[src/rtl/bcs_pkg.sv]
package bcs_pkg;
    typedef enum logic [1:0] {
        CMD_RD   = 2'd0,
        CMD_WR   = 2'd1,
        CMD_STOP = 2'd2,
        CMD_NONE = 2'd3
    } cmd_e;

    // number of burst length codes that select a finite power-of-two length
    localparam int unsigned FINITE_CODES = 4;
endpackage

[src/rtl/bcs_len_dec.sv]
module bcs_len_dec
    import bcs_pkg::*;
#(
    parameter int COL_W = 8,
    localparam int KW = $clog2(COL_W + 1)
) (
    input  logic [2:0]    bl_code,
    input  logic          is_wr,
    input  logic          brsw,
    output logic [KW-1:0] len_log2,
    output logic          full_page
);
    always_comb begin
        if (is_wr && brsw) begin
            len_log2  = '0;
            full_page = 1'b0;
        end else if (32'(bl_code) < FINITE_CODES) begin
            len_log2  = KW'(bl_code);
            full_page = 1'b0;
        end else begin
            len_log2  = KW'(COL_W);
            full_page = 1'b1;
        end
    end
endmodule

[src/rtl/bcs_col_gen.sv]
module bcs_col_gen #(
    parameter int COL_W = 8,
    localparam int KW = $clog2(COL_W + 1)
) (
    input  logic [COL_W-1:0] start_col,
    input  logic [COL_W-1:0] beat_idx,
    input  logic [KW-1:0]    len_log2,
    input  logic             ilv,
    output logic [COL_W-1:0] col
);
    logic [COL_W-1:0] lin_sum;
    assign lin_sum = start_col + beat_idx;

    for (genvar gi = 0; gi < COL_W; gi++) begin : g_bit
        logic in_blk;
        assign in_blk  = (KW'(gi) < len_log2);
        assign col[gi] = !in_blk ? start_col[gi]
                       : (ilv ? (start_col[gi] ^ beat_idx[gi]) : lin_sum[gi]);
    end
endmodule

[src/rtl/burst_col_seq.sv]
module burst_col_seq
    import bcs_pkg::*;
#(
    parameter int COL_W  = 8,
    parameter int BANK_W = 1
) (
    input  logic              clk,
    input  logic              rst_n,
    input  logic              cmd_vld,
    input  logic [1:0]        cmd_type,
    input  logic [BANK_W-1:0] cmd_bank,
    input  logic [COL_W-1:0]  cmd_col,
    input  logic              cmd_ap,
    input  logic [2:0]        mode_bl,
    input  logic              mode_il,
    input  logic              mode_brsw,
    output logic              beat_vld,
    output logic              beat_wr,
    output logic [BANK_W-1:0] bank_out,
    output logic [COL_W-1:0]  col_out,
    output logic              burst_end,
    output logic              pre_req
);
    localparam int KW = $clog2(COL_W + 1);

    typedef struct packed {
        logic              active;
        logic              wr;
        logic              ap;
        logic              ilv;
        logic              full;
        logic [KW-1:0]     len_log2;
        logic [BANK_W-1:0] bank;
        logic [COL_W-1:0]  start;
        logic [COL_W-1:0]  cnt;
    } seq_t;

    seq_t st_q, st_d;

    logic [KW-1:0]    new_log2;
    logic             new_full;
    logic [COL_W:0]   len_sh;
    logic [COL_W-1:0] last_cnt;
    logic             at_last;
    cmd_e             ctype;

    assign ctype = cmd_e'(cmd_type);

    bcs_len_dec #(.COL_W(COL_W)) u_len (
        .bl_code  (mode_bl),
        .is_wr    (ctype == CMD_WR),
        .brsw     (mode_brsw),
        .len_log2 (new_log2),
        .full_page(new_full)
    );

    bcs_col_gen #(.COL_W(COL_W)) u_col (
        .start_col(st_q.start),
        .beat_idx (st_q.cnt),
        .len_log2 (st_q.len_log2),
        .ilv      (st_q.ilv),
        .col      (col_out)
    );

    assign len_sh   = (COL_W + 1)'(1) << st_q.len_log2;
    assign last_cnt = len_sh[COL_W-1:0] - COL_W'(1);
    assign at_last  = st_q.active && !st_q.full && (st_q.cnt == last_cnt);

    always_comb begin
        st_d = st_q;
        if (st_q.active) begin
            if (at_last) begin
                st_d.active = 1'b0;
            end else begin
                st_d.cnt = st_q.cnt + COL_W'(1);
            end
        end
        if (cmd_vld) begin
            case (ctype)
                CMD_STOP: st_d.active = 1'b0;
                CMD_RD, CMD_WR: begin
                    st_d.active   = 1'b1;
                    st_d.wr       = (ctype == CMD_WR);
                    st_d.ap       = cmd_ap;
                    st_d.ilv      = mode_il && !new_full;
                    st_d.full     = new_full;
                    st_d.len_log2 = new_log2;
                    st_d.bank     = cmd_bank;
                    st_d.start    = cmd_col;
                    st_d.cnt      = '0;
                end
                default: ;
            endcase
        end
    end

    always_ff @(posedge clk) begin
        if (!rst_n) begin
            st_q <= '0;
        end else begin
            st_q <= st_d;
        end
    end

    assign beat_vld  = st_q.active;
    assign beat_wr   = st_q.wr;
    assign bank_out  = st_q.bank;
    assign burst_end = at_last;
    assign pre_req   = at_last && st_q.ap;


    first_beat_chk: assert property (@(posedge clk) disable iff (!rst_n)
        (cmd_vld && (cmd_type == 2'd0 || cmd_type == 2'd1))
        |=> (beat_vld && col_out == $past(cmd_col) && bank_out == $past(cmd_bank)));


    stop_empties_chk: assert property (@(posedge clk) disable iff (!rst_n)
        (cmd_vld && cmd_type == 2'd2) |=> (!beat_vld && !burst_end && !pre_req));


    single_write_chk: assert property (@(posedge clk) disable iff (!rst_n)
        (cmd_vld && cmd_type == 2'd1 && mode_brsw) |=> (burst_end && beat_wr));


    end_on_beat_chk: assert property (@(posedge clk) disable iff (!rst_n)
        burst_end |-> beat_vld);


    end_then_idle_chk: assert property (@(posedge clk) disable iff (!rst_n)
        (burst_end && !cmd_vld) |=> (!beat_vld && !burst_end));


    pre_with_end_chk: assert property (@(posedge clk) disable iff (!rst_n)
        pre_req |-> burst_end);


    reset_idle_chk: assert property (@(posedge clk)
        !rst_n |=> (!beat_vld && !burst_end && !pre_req));
endmodule

[config.mk]
export PLATFORM = sky130hd
export DESIGN_NAME = burst_col_seq
export DESIGN_NICKNAME = d
export VERILOG_FILES = /design/src/rtl/bcs_pkg.sv /design/src/rtl/bcs_len_dec.sv /design/src/rtl/bcs_col_gen.sv /design/src/rtl/burst_col_seq.sv
export SDC_FILE = /design/constraint.sdc
export NUM_CORES = 1
export LEC_CHECK = 0
export ABC_AREA = 0
export BUFFER_PORTS_ARGS = -buffer_cell sky130_fd_sc_hd__buf_2
export CAP_MARGIN = 0
export CORE_MARGIN = 4
export CORE_UTILIZATION = 43
export DETAILED_ROUTE_END_ITERATION = 8
export GPL_ROUTABILITY_DRIVEN = 0
export PLACE_DENSITY = 0.68
export SETUP_SLACK_MARGIN = 0.5
export SKIP_CTS_REPAIR_TIMING = 1
export SKIP_LAST_GASP = 1
export SLEW_MARGIN = 20
export SYNTH_ARGS = -nofsm -noshare
export SYNTH_HDL_FRONTEND = slang
export SYNTH_SLANG_ARGS = --single-unit
[constraint.sdc]
create_clock -name clk -period 3.7 [get_ports clk]
set_input_delay 1.11 -clock clk [delete_from_list [all_inputs] [get_ports clk]]
set_output_delay 1.11 -clock clk [all_outputs]
set_load 0.05 [all_outputs]
# Yosys cells after proc, flatten, opt, wreduce, memory -nomap -nowiden
# Cells that the tools add are included.
# op_classes
n_mux	27
n_reduce_logical	10
order_cmp	9
shift	1
eq_ne	3
bitwise	8
add_sub_neg	3
# ops
cell	count
2-to-1 mux 26 bit	1
2-to-1 mux 25 bit	1
2-to-1 mux 1 bit	20
less-than comparator 3 x 4 -> 1 bit, first input constant	4
2-to-1 mux 8 bit	2
adder 8 x 1 -> 8 bit, second input constant	1
adder 8 bit	1
== test 8 bit	1
less-than comparator 1 x 4 -> 1 bit, first input constant	2
less-than comparator 2 x 4 -> 1 bit, first input constant	2
2-to-1 mux 4 bit	2
left shift 1 x 4 -> 8 bit, first input constant	1
subtractor 8 x 1 -> 8 bit, second input constant	1
XOR 1 bit	8
logical AND 1 bit	5
less-than comparator 3 bit, second input constant	1
== test 2 x 1 -> 1 bit, second input constant	1
== test 2 bit, second input constant	1
logical NOT 1 bit	2
logical NOT 2 bit	1
case mux 1 bit (2 select lines)	1
AND reduction 2 bit	1
OR reduction 2 bit	1
# word_totals
in_bits	20
elab_cells	70
ff_bits	26
out_inout_bits	13

# Logic depth before layout (Yosys ltp)
# Gate-level depths: netlist of the first run.
# logic_depth
depth_word	8
mapped_depth	10

# By module
# From an unflattened synthesis of the first run, not the netlist that was laid out.
# hier_totals
cells_unflattened	227
area_unflattened_um2	1800.5
# modules_own_cells
module	area_per_inst_um2	seq_area_each_um2	cells_per_inst	instances
burst_col_seq	1311.3	520.5	161	1
bcs_col_gen	441.7	0.0	59	1
bcs_len_dec	47.5	0.0	7	1

# Worst setup path before layout of the first run
# No wires, ideal clock.
# synth_path
path_type	reg-to-output
from	reg st_q[21] (netlist name)
to	out pre_req
stages_incl_launch_ff	10
path_slack_ns	-0.075
n_path_buf	2
t_arrival_ns	2.665
cell_sequence	dfxtp_1 -> buf_4 -> clkbuf_1 -> nor2_1 -> nand2_1 -> ha_1 -> xnor2_1 -> a2111o_1 -> a211oi_4 -> and2_2
# synth_via
elab_chain_len	4
# synth_rtl
element	line	text
start, declared	burst_col_seq.sv:38	seq_t st_q, st_d;
start signal, assigned	burst_col_seq.sv:101	st_q <= st_d;
logical NOT 1 bit	burst_col_seq.sv:67	assign at_last = st_q.active && !st_q.full && (st_q.cnt == last_cnt);
logical AND 1 bit (2 in series)	burst_col_seq.sv:67	
via burst_end	burst_col_seq.sv:21	output logic burst_end,
logical AND 1 bit	burst_col_seq.sv:109	assign pre_req = at_last && st_q.ap;
end, declared	burst_col_seq.sv:22	output logic pre_req
# The timed path passes the listed nets, and every way through them passes these cells.

# Worst setup path in the final report of the first run
# layout_path
from	reg st_q[17] (netlist name)
to	out pre_req
# layout_via
elab_chain_len	5
# layout_rtl
element	line	text
left shift 1 x 4 -> 8 bit	burst_col_seq.sv:65	assign len_sh = (COL_W + 1)'(1) << st_q.len_log2;
subtractor 8 x 1 -> 8 bit	burst_col_seq.sv:66	assign last_cnt = len_sh[COL_W-1:0] - COL_W'(1);
== test 8 bit	burst_col_seq.sv:67	
logical AND 1 bit	burst_col_seq.sv:67	
logical AND 1 bit	burst_col_seq.sv:109	
# Every way passes these cells.

==> results of run 1 <==
[power groups by stage]
stage	logic [uW]	clock network, uW	registers (uW)
2_1_floorplan	84.5	0	287
3_3_place_gp	117	0	284
3_5_place_dp	120	0	284
4_1_cts	121	121	279
5_1_grt	151	129	279
6_report	139	114	278
[cells by family after synthesis]
family	Yosys count	synth area share, %
compound gates	57	27.2
xor+xnor	6	3.53
fa+ha+maj	10	8.92
buf+inv	15	4.04
flops	24	32.3
mux	2	1.43
simple gates	62	22.6
[metal layers]
layer / vias up / track usage [%] / share of wire (%)
li1: 738 / - / -
met1: 709 / 23.7 / 45
met2: 31 / 31.4 / 50
met3: 6 / 3.20 / 4.2
met4: 0 / 6.09 / 1.1
met5: - / 0 / 0
[worst max-delay path, cell delays in order (launching register included)]
cell and delay, ns:
dfxtp_4 0.38, or3_4 0.38, ha_4 0.22, xnor2_1 0.13, a2111o_1 0.42, a211oi_4 0.27, and2_4 0.20, buf_8 0.14
[metrics by stage]
| step | util (%) | TNS, ns | total power (uW) | cells |
|---|---|---|---|---|
| final | 59.2 | 0 | 530 | 265 |
| after global routing | 59.2 | 0 | 559 | 265 |
| after CTS | 52.1 | -0.238 | 520 | 254 |
| after detailed placement | 51.4 | 0 | 405 | 251 |
| after global placement | 51.4 | 0 | 401 | 251 |
| after floorplan | - | 0 | 371 | 176 |
[final cells by class]
| cell class | count | area [sq um] | area share [%] |
|---|---|---|---|
| Timing Repair Buffer | 46 | 299 | 15.1 |
| Sequential cell | 24 | 510 | 25.8 |
| Inverter | 9 | 33.8 | 1.71 |
| Clock buffer | 3 | 22.5 | 1.14 |
| Tap cell | 46 | 57.6 | 2.91 |
| Multi-Input combinational cell | 137 | 1050 | 53.3 |
[synth_stat cells, types with 2 or more instances]
library cell  instances  area share, %
or3_1                 5            2.1
nor2_1               13            3.3
nor4_1                2           0.84
nand2b_1              4            1.7
nand3_1               5            1.7
a31o_1                2            1.2
dfxtp_1              24             32
a211oi_1              2            1.0
inv_1                 9            2.3
o21ai_0              14            4.7
xnor2_1               4            2.4
xor2_1                2            1.2
a21oi_1              13            4.4
nand3b_1              2            1.0
and2_1                2           0.84
a22o_1               12            7.1
clkbuf_1              5            1.3
ha_1                  9            7.6
or4_2                 2            1.2
nand4_1               3            1.3
nand2_1              14            3.5
[flip-flops by register name (all words and copies together) (netlist names)]
name and cells:
bank_out 1, beat_wr 1, beat_vld 1, st_q 21
[worst max path at each step]
stage | to | slack [ns] | from | depth (start not counted)
after floorplan | pre_req | 0.04 | st_q[21] | 9
after global placement | pre_req | 0.24 | st_q[17] | 7
after detailed placement | pre_req | 0.18 | st_q[17] | 7
after CTS | pre_req | -0.18 | st_q[17] | 7
after global routing | pre_req | 0.06 | st_q[17] | 7
final | pre_req | 0.14 | st_q[17] | 7
==> flow_metrics.py, run 1 <==
metrics = {
    "timing": {
        "timing.final.ws_setup_ns": 0.140,
        "worst_pin_slew_ns": 0.638,
        "setup_violations": 0,
        "finClkSkew_ns": 0.00378,
        "relSlewSlack_pct": 57.4,
        "post-route-min-period_ns": 3.56,
        "grt_setup_unrepaired": "yes",
        "max_freq_mhz": 281,
        "finalHoldViolCount": 0,
        "period_share_pct": 96.2,
        "holdWs_ns": 0.488,
        "slew_viol_final": 0,
    },
    "drt": {
        "viasPerCell": 5.60,
        "wirelength_microns": 4130,
        "dr.pass1.iters": 4,
        "vias": 1484,
        "drc": 0,
        "dr.first_iter.drc_count": 65,
        "postRouteAntennaNets": 0,
        "wire_per_inst_microns": 15.6,
    },
    "setup_path": {
        "r2r_slack_ns": 1.09,
        "end_kind": "output port",
        "r2r-start": "st_q[17]",
        "r2r_end": "st_q[2]",
        "crit_fanout": 5,
        "required_ns": 2.59,
        "ff2ff_path_depth": 10,
        "start_kind": "flop",
        "critical_path_class": "reg2out",
        "arrival_ns": 2.45,
    },
    "global_route": {
        "grt_usage_pct": 18.6,
        "antenna_found_initial": 0,
        "grt_max_degree": 18,
        "grt_pass1_wl_microns": 6370,
        "grt_remaining_overflow": 0,
        "grt_pass1_vias": 1373,
    },
    "place": {
        "dp_hpwl_microns": 2940,
        "port_buffers": 32,
        "place_area_sq_mm": 0.00172,
        "post-place-ws_ns": 0.183,
    },
    "floorplanning": {
        "rows": 21,
        "die_w_microns": 66.8,
        "initial_core_util_pct": 44.6,
        "core_area_sq_mm": 0.00334,
        "dieArea_sq_mm": 0.00446,
        "io_pins": 33,
        "die_y_microns": 66.8,
    },
    "pwr": {
        "p_int_uw": 360,
        "pwr-share-seq_pct": 52.4,
        "powerDensity_mw_per_mm2": 268,
        "clkPwrFrac_pct": 21.4,
        "p_comb_share_pct": 26.2,
        "ir_drop_mv": 0.148,
        "leakage_uw": 0.000788,
        "p_sw_uw": 170,
        "swShare_pct": 32.1,
    },
    "synth": {
        "ys_types": 49,
        "synth-main-ff-cell": "dfxtp_1",
        "synth_seq_cells": 24,
        "syn_avg_cell_area_sq_um": 8.45,
        "syn_inst": 176,
        "synthArstFlopShare_pct": 0,
        "synth_nets": 206,
        "synth_area_sq_mm": 0.00149,
        "ys_seq_area_share_pct": 32.3,
        "synth_edf_count": 0,
        "yosysWarnings": 0,
    },
    "clock_network": {
        "cts_buffer_depth": 2,
        "numCtsBuffers": 3,
        "clock_latency_ns": 0.31,
        "clock-sinks": 24,
        "tritoncts": "yes",
        "htreeDepth": 1,
        "cts-root-buf": "clkbuf_4",
        "clkSlewWorstSetupHoldPaths_ns": 0.13,
    },
    "finish": {
        "final_cell_mix": "26 x buf_2, 17 x buf_4, 13 x nand2_1",
        "antenna-diode-count": 0,
        "final_common_cell": "buf_2",
        "fill_cells": 324,
        "drive_gt1_share_pct": 39.7,
        "areaGrowthSynthToFinish_pct": 32.8,
        "final_cell_area_sq_mm": 0.00198,
        "fin_nets": 251,
    },
    "min_path": {
        "min_from": "bank_out",
        "min_path_type": "reg2reg",
        "hold_depth": 1,
        "whs_endpoint": "bank_out",
    },
    "flow_run": {
        "maxCapViolations": 0,
    },
    "outcome": {
        "status": "finished clean",
    },
}
No activity file was read; power rests on OpenSTA's default activity.
==> run 2, diff against run 1 <==
CORE_ASPECT_RATIO = 0.8   (was not set)
SLEW_MARGIN = not set   (was 20)
==> flow_metrics.py, run 2 (synthesized netlist as in run 1, its figures left out) <==
metrics = {
    "outcome": {
        "status": "finished clean",
    },
    "setup_path": {
        "arrival_ns": 2.31,
        "cpPeakStageDelay_ns": 0.42,
        "start_kind": "flop",
        "end_kind": "output port",
        "critical_path_class": "reg2out",
        "slowest_stage": "a2111o_1",
        "path_cells": "or3_4, ha_4, xnor2_1, a2111o_1, a211oi_4, and2_4, buf_8",
        "required_ns": 2.59,
        "crit_fanout": 7,
    },
    "drt": {
        "drc": 0,
        "postRouteAntennaNets": 0,
        "wirelength_microns": 4000,
        "wire_per_inst_microns": 15.9,
        "vias": 1452,
        "dr.first_iter.drc_count": 86,
        "dr.pass1.iters": 4,
        "viasPerCell": 5.76,
    },
    "pwr": {
        "powerDensity_mw_per_mm2": 312,
        "ir_drop_mv": 0.186,
        "total_power_uw": 592,
        "leakage_uw": 0.000759,
    },
    "finish": {
        "largest_register": "st_q",
        "final_cell_mix": "27 x buf_2, 15 x dfxtp_1, 14 x nand2_1",
        "drive_gt1_share_pct": 34.4,
        "fin_nets": 243,
        "final_common_cell": "buf_2",
        "antenna-diode-count": 0,
        "areaGrowthSynthToFinish_pct": 27.6,
        "largest_reg_flops": 21,
        "instances_no_fill": 252,
    },
    "clock_network": {
        "clock_latency_ns": 0.27,
        "numCtsBuffers": 3,
        "htreeDepth": 1,
        "clock-sinks": 24,
        "tritoncts": "yes",
        "cts_buffer_depth": 2,
        "clkSlewWorstSetupHoldPaths_ns": 0.08,
        "cts-root-buf": "clkbuf_8",
    },
    "floorplanning": {
        "core_area_sq_mm": 0.00320,
        "die_w_microns": 73.8,
        "initial_core_util_pct": 46.5,
        "die_y_microns": 60.6,
        "dieArea_sq_mm": 0.00447,
        "rows": 18,
        "io_pins": 33,
    },
    "timing": {
        "setup_violations": 0,
        "grt_setup_unrepaired": "yes",
        "finClkSkew_ns": 0.00596,
        "finalSetupTns_ns": 0,
        "slew_viol_final": 0,
        "finalHoldViolCount": 0,
        "post-route-min-period_ns": 3.42,
        "period_share_pct": 92.4,
        "worst_pin_slew_ns": 0.717,
        "max_freq_mhz": 293,
        "relSlewSlack_pct": 52.2,
    },
    "global_route": {
        "antenna_found_initial": 0,
        "grt_max_degree": 18,
        "grt_pass1_vias": 1400,
        "grt_remaining_overflow": 0,
        "grt_usage_pct": 17.9,
        "grt_pass1_wl_microns": 6220,
    },
    "flow_run": {
        "maxCapViolations": 0,
    },
    "place": {
        "post-place-cells": 246,
        "port_buffers": 32,
        "dp_hpwl_microns": 2840,
    },
    "min_path": {
        "min_path_type": "reg2reg",
    },
}
## run 2: metrics by stage
step                util, %  setup slack (ns)  hold WS [ns]  instance area, sq um
finish                 59.4             0.281         0.476                  1900
global route           59.4             0.207         0.514                  1900
CTS                    55.4            0.0398         0.482                  1770
detailed placement     53.7             0.350         0.457                  1720
global placement       53.7             0.382         0.453                  1720
floorplan                 -            0.0434         0.444                  1520
## run 2: metal layers
layer	global-route usage (%)	wire, microns	up-vias
met2	28.9	1780	44
met3	4.47	253	2
met4	3.10	18	0
met5	0	0	-
li1	-	-	723
met1	24.6	1950	683
## run 2: cell type report
type	instances	area, sq um
Inverter	9	33.8
Multi-Input combinational cell	137	1030
Clock buffer	4	55.1
Tap cell	40	50.0
Sequential cell	24	497
Timing Repair Buffer	38	229
Fill cell	286	1300
## run 2: final timing paths
check	start	endpoint	slack (ns)	depth (start not counted)
setup / recovery	st_q[17]	pre_req	0.28	7
hold reg to reg	beat_wr	beat_wr	0.48	1
hold / removal	beat_wr	beat_wr	0.48	1
setup reg to reg	st_q[17]	st_q[3]	1.09	8
## run 2: power by group
group	total (uW)	leakage (uW)	switching (uW)	internal, uW
clock network	181	0.0000288	86.0	95.1
registers	280	0.000200	12.6	267
logic	131	0.000531	80.1	50.8
total	592	0.000759	179	413
## run 2: critical path, delay by kind of cell, from the launching register on
family          cells  cell delay [ns]
simple gates        2             0.57
fa+ha+maj           1             0.22
buf+inv             1             0.14
compound gates      2             0.62
xor+xnor            1             0.12
flops               1             0.38
==> run 3, diff against run 2 <==
ABC_CLOCK_PERIOD_IN_PS = 3700   (was not set)
CELL_PAD_IN_SITES_DETAIL_PLACEMENT = 1   (was not set)
CELL_PAD_IN_SITES_GLOBAL_PLACEMENT = 2   (was not set)
CORE_MARGIN = 2   (was 4)
CORE_UTILIZATION = 31   (was 43)
PLACE_DENSITY = 0.8   (was 0.68)
==> flow_metrics.py, run 3 (synthesized netlist as in run 1, its figures left out) <==
metrics = {
    "clock_network": {
        "clkSlewWorstSetupHoldPaths_ns": 0.09,
        "cts-root-buf": "clkbuf_8",
        "cts_buffer_depth": 2,
        "numCtsBuffers": 3,
        "clock-sinks": 24,
        "htreeDepth": 1,
        "tritoncts": "yes",
        "clock_latency_ns": 0.28,
    },
    "timing": {
        "finalHoldViolCount": 0,
        "max_freq_mhz": 288,
        "finClkSkew_ns": 0.00470,
        "period_share_pct": 93.8,
        "post-route-min-period_ns": 3.47,
        "grt_setup_unrepaired": "yes",
        "finalSetupTns_ns": 0,
        "worst_pin_slew_ns": 0.764,
        "slew_viol_final": 0,
        "relSlewSlack_pct": 49.1,
        "setup_violations": 0,
    },
    "floorplanning": {
        "die_w_microns": 81.5,
        "io_pins": 33,
        "dieArea_sq_mm": 0.00537,
        "rows": 22,
        "initial_core_util_pct": 32.4,
        "core_area_sq_mm": 0.00460,
        "die_y_microns": 66.0,
    },
    "setup_path": {
        "crit_fanout": 5,
        "end_kind": "output port",
        "cpPeakStageDelay_ns": 0.45,
        "start_kind": "flop",
        "path_buf_inv": 1,
        "slowest_stage": "a2111o_1",
        "critPathTopFamily": "compound AO/OA/AOI/OAI gates",
        "arrival_ns": 2.36,
        "required_ns": 2.59,
        "path_cells": "or3_4, ha_4, xor2_2, a2111o_1, a211oi_4, and2_4, buf_8",
        "critical_path_class": "reg2out",
    },
    "pwr": {
        "powerDensity_mw_per_mm2": 317,
        "ir_drop_mv": 0.135,
        "leakage_uw": 0.000825,
    },
    "finish": {
        "fin_nets": 253,
        "final_util_pct": 45.0,
        "areaGrowthSynthToFinish_pct": 38.9,
        "drive_gt1_share_pct": 39.2,
        "final_common_cell": "buf_2",
        "largest_register": "st_q",
        "largest_reg_flops": 21,
        "antenna-diode-count": 0,
        "final_cell_mix": "27 x buf_2, 17 x buf_4, 16 x dfxtp_1",
    },
    "drt": {
        "dr.pass1.iters": 4,
        "drc": 0,
        "postRouteAntennaNets": 0,
        "wire_per_inst_microns": 17.2,
        "wirelength_microns": 4850,
        "viasPerCell": 5.35,
        "dr.first_iter.drc_count": 72,
        "vias": 1510,
    },
    "global_route": {
        "met1_usage_pct": 23.8,
        "met2_usage_pct": 31.0,
        "grt_pass1_wl_microns": 7400,
        "antenna_found_initial": 0,
        "grt_remaining_overflow": 0,
        "grt_pass1_vias": 1548,
        "top_usage_layer": "met2",
        "grt_max_degree": 18,
        "grt_use_met3_pct": 3.69,
        "grt_usage_pct": 18.3,
    },
    "flow_run": {
        "maxCapViolations": 0,
    },
    "place": {
        "dp_hpwl_microns": 3370,
        "port_buffers": 32,
    },
    "outcome": {
        "status": "finished clean",
    },
    "min_path": {
        "min_path_type": "reg2reg",
    },
}
-- run 3: worst register-to-register path: stages, from the launching register on --
cell	delay, ns
dfxtp_4	0.37
or3_4	0.39
ha_4	0.19
xor2_2	0.15
buf_4	0.13
a211oi_1	0.41
a211oi_4	0.09
buf_4	0.17
or4_2	0.62
a21oi_1	0.16
-- run 3: stage by stage --
stage	worst slack, ns	std cells	power [uW]	hold slack, ns	area (sq um)
3_3_place_gp	0.373	266	404	0.452	1740
2_1_floorplan	0.0434	176	371	0.444	1520
5_1_grt	0.142	282	688	0.507	2070
4_1_cts	-0.00331	270	645	0.485	1810
6_report	0.229	282	656	0.484	2070
3_5_place_dp	0.328	266	410	0.457	1740
-- run 3: power by group --
| part | internal [uW] | leakage (uW) | switching, uW |
|---|---|---|---|
| clock | 145 | 0.0000357 | 93.0 |
| sequential | 264 | 0.000201 | 12.9 |
| combinational | 55.4 | 0.000588 | 85.3 |
| total | 465 | 0.000825 | 191 |
-- run 3: worst paths after layout --
kind / startpoint / cells after the start / slack [ns] / endpoint
hold / removal: bank_out / 1 / 0.48 / bank_out
setup / recovery: st_q[17] / 7 / 0.23 / pre_req
setup reg to reg: st_q[17] / 9 / 0.94 / st_q[3]
hold reg to reg: bank_out / 1 / 0.48 / bank_out
-- run 3: area by class of cell --
type	count	area, sq um
clock buffers	3	41.3
well taps	60	75.1
multi-input cells	137	1060
fillers	559	2530
repair buffers	48	317
inverters	9	33.8
clock inverters	1	30.0
flip-flops and latches	24	505
-- run 3: routing by layer --
metal,wire length (microns),vias to the layer above
met3,205,4
met4,43,0
met5,0,-
li1,-,742
met2,2290,35
met1,2300,729
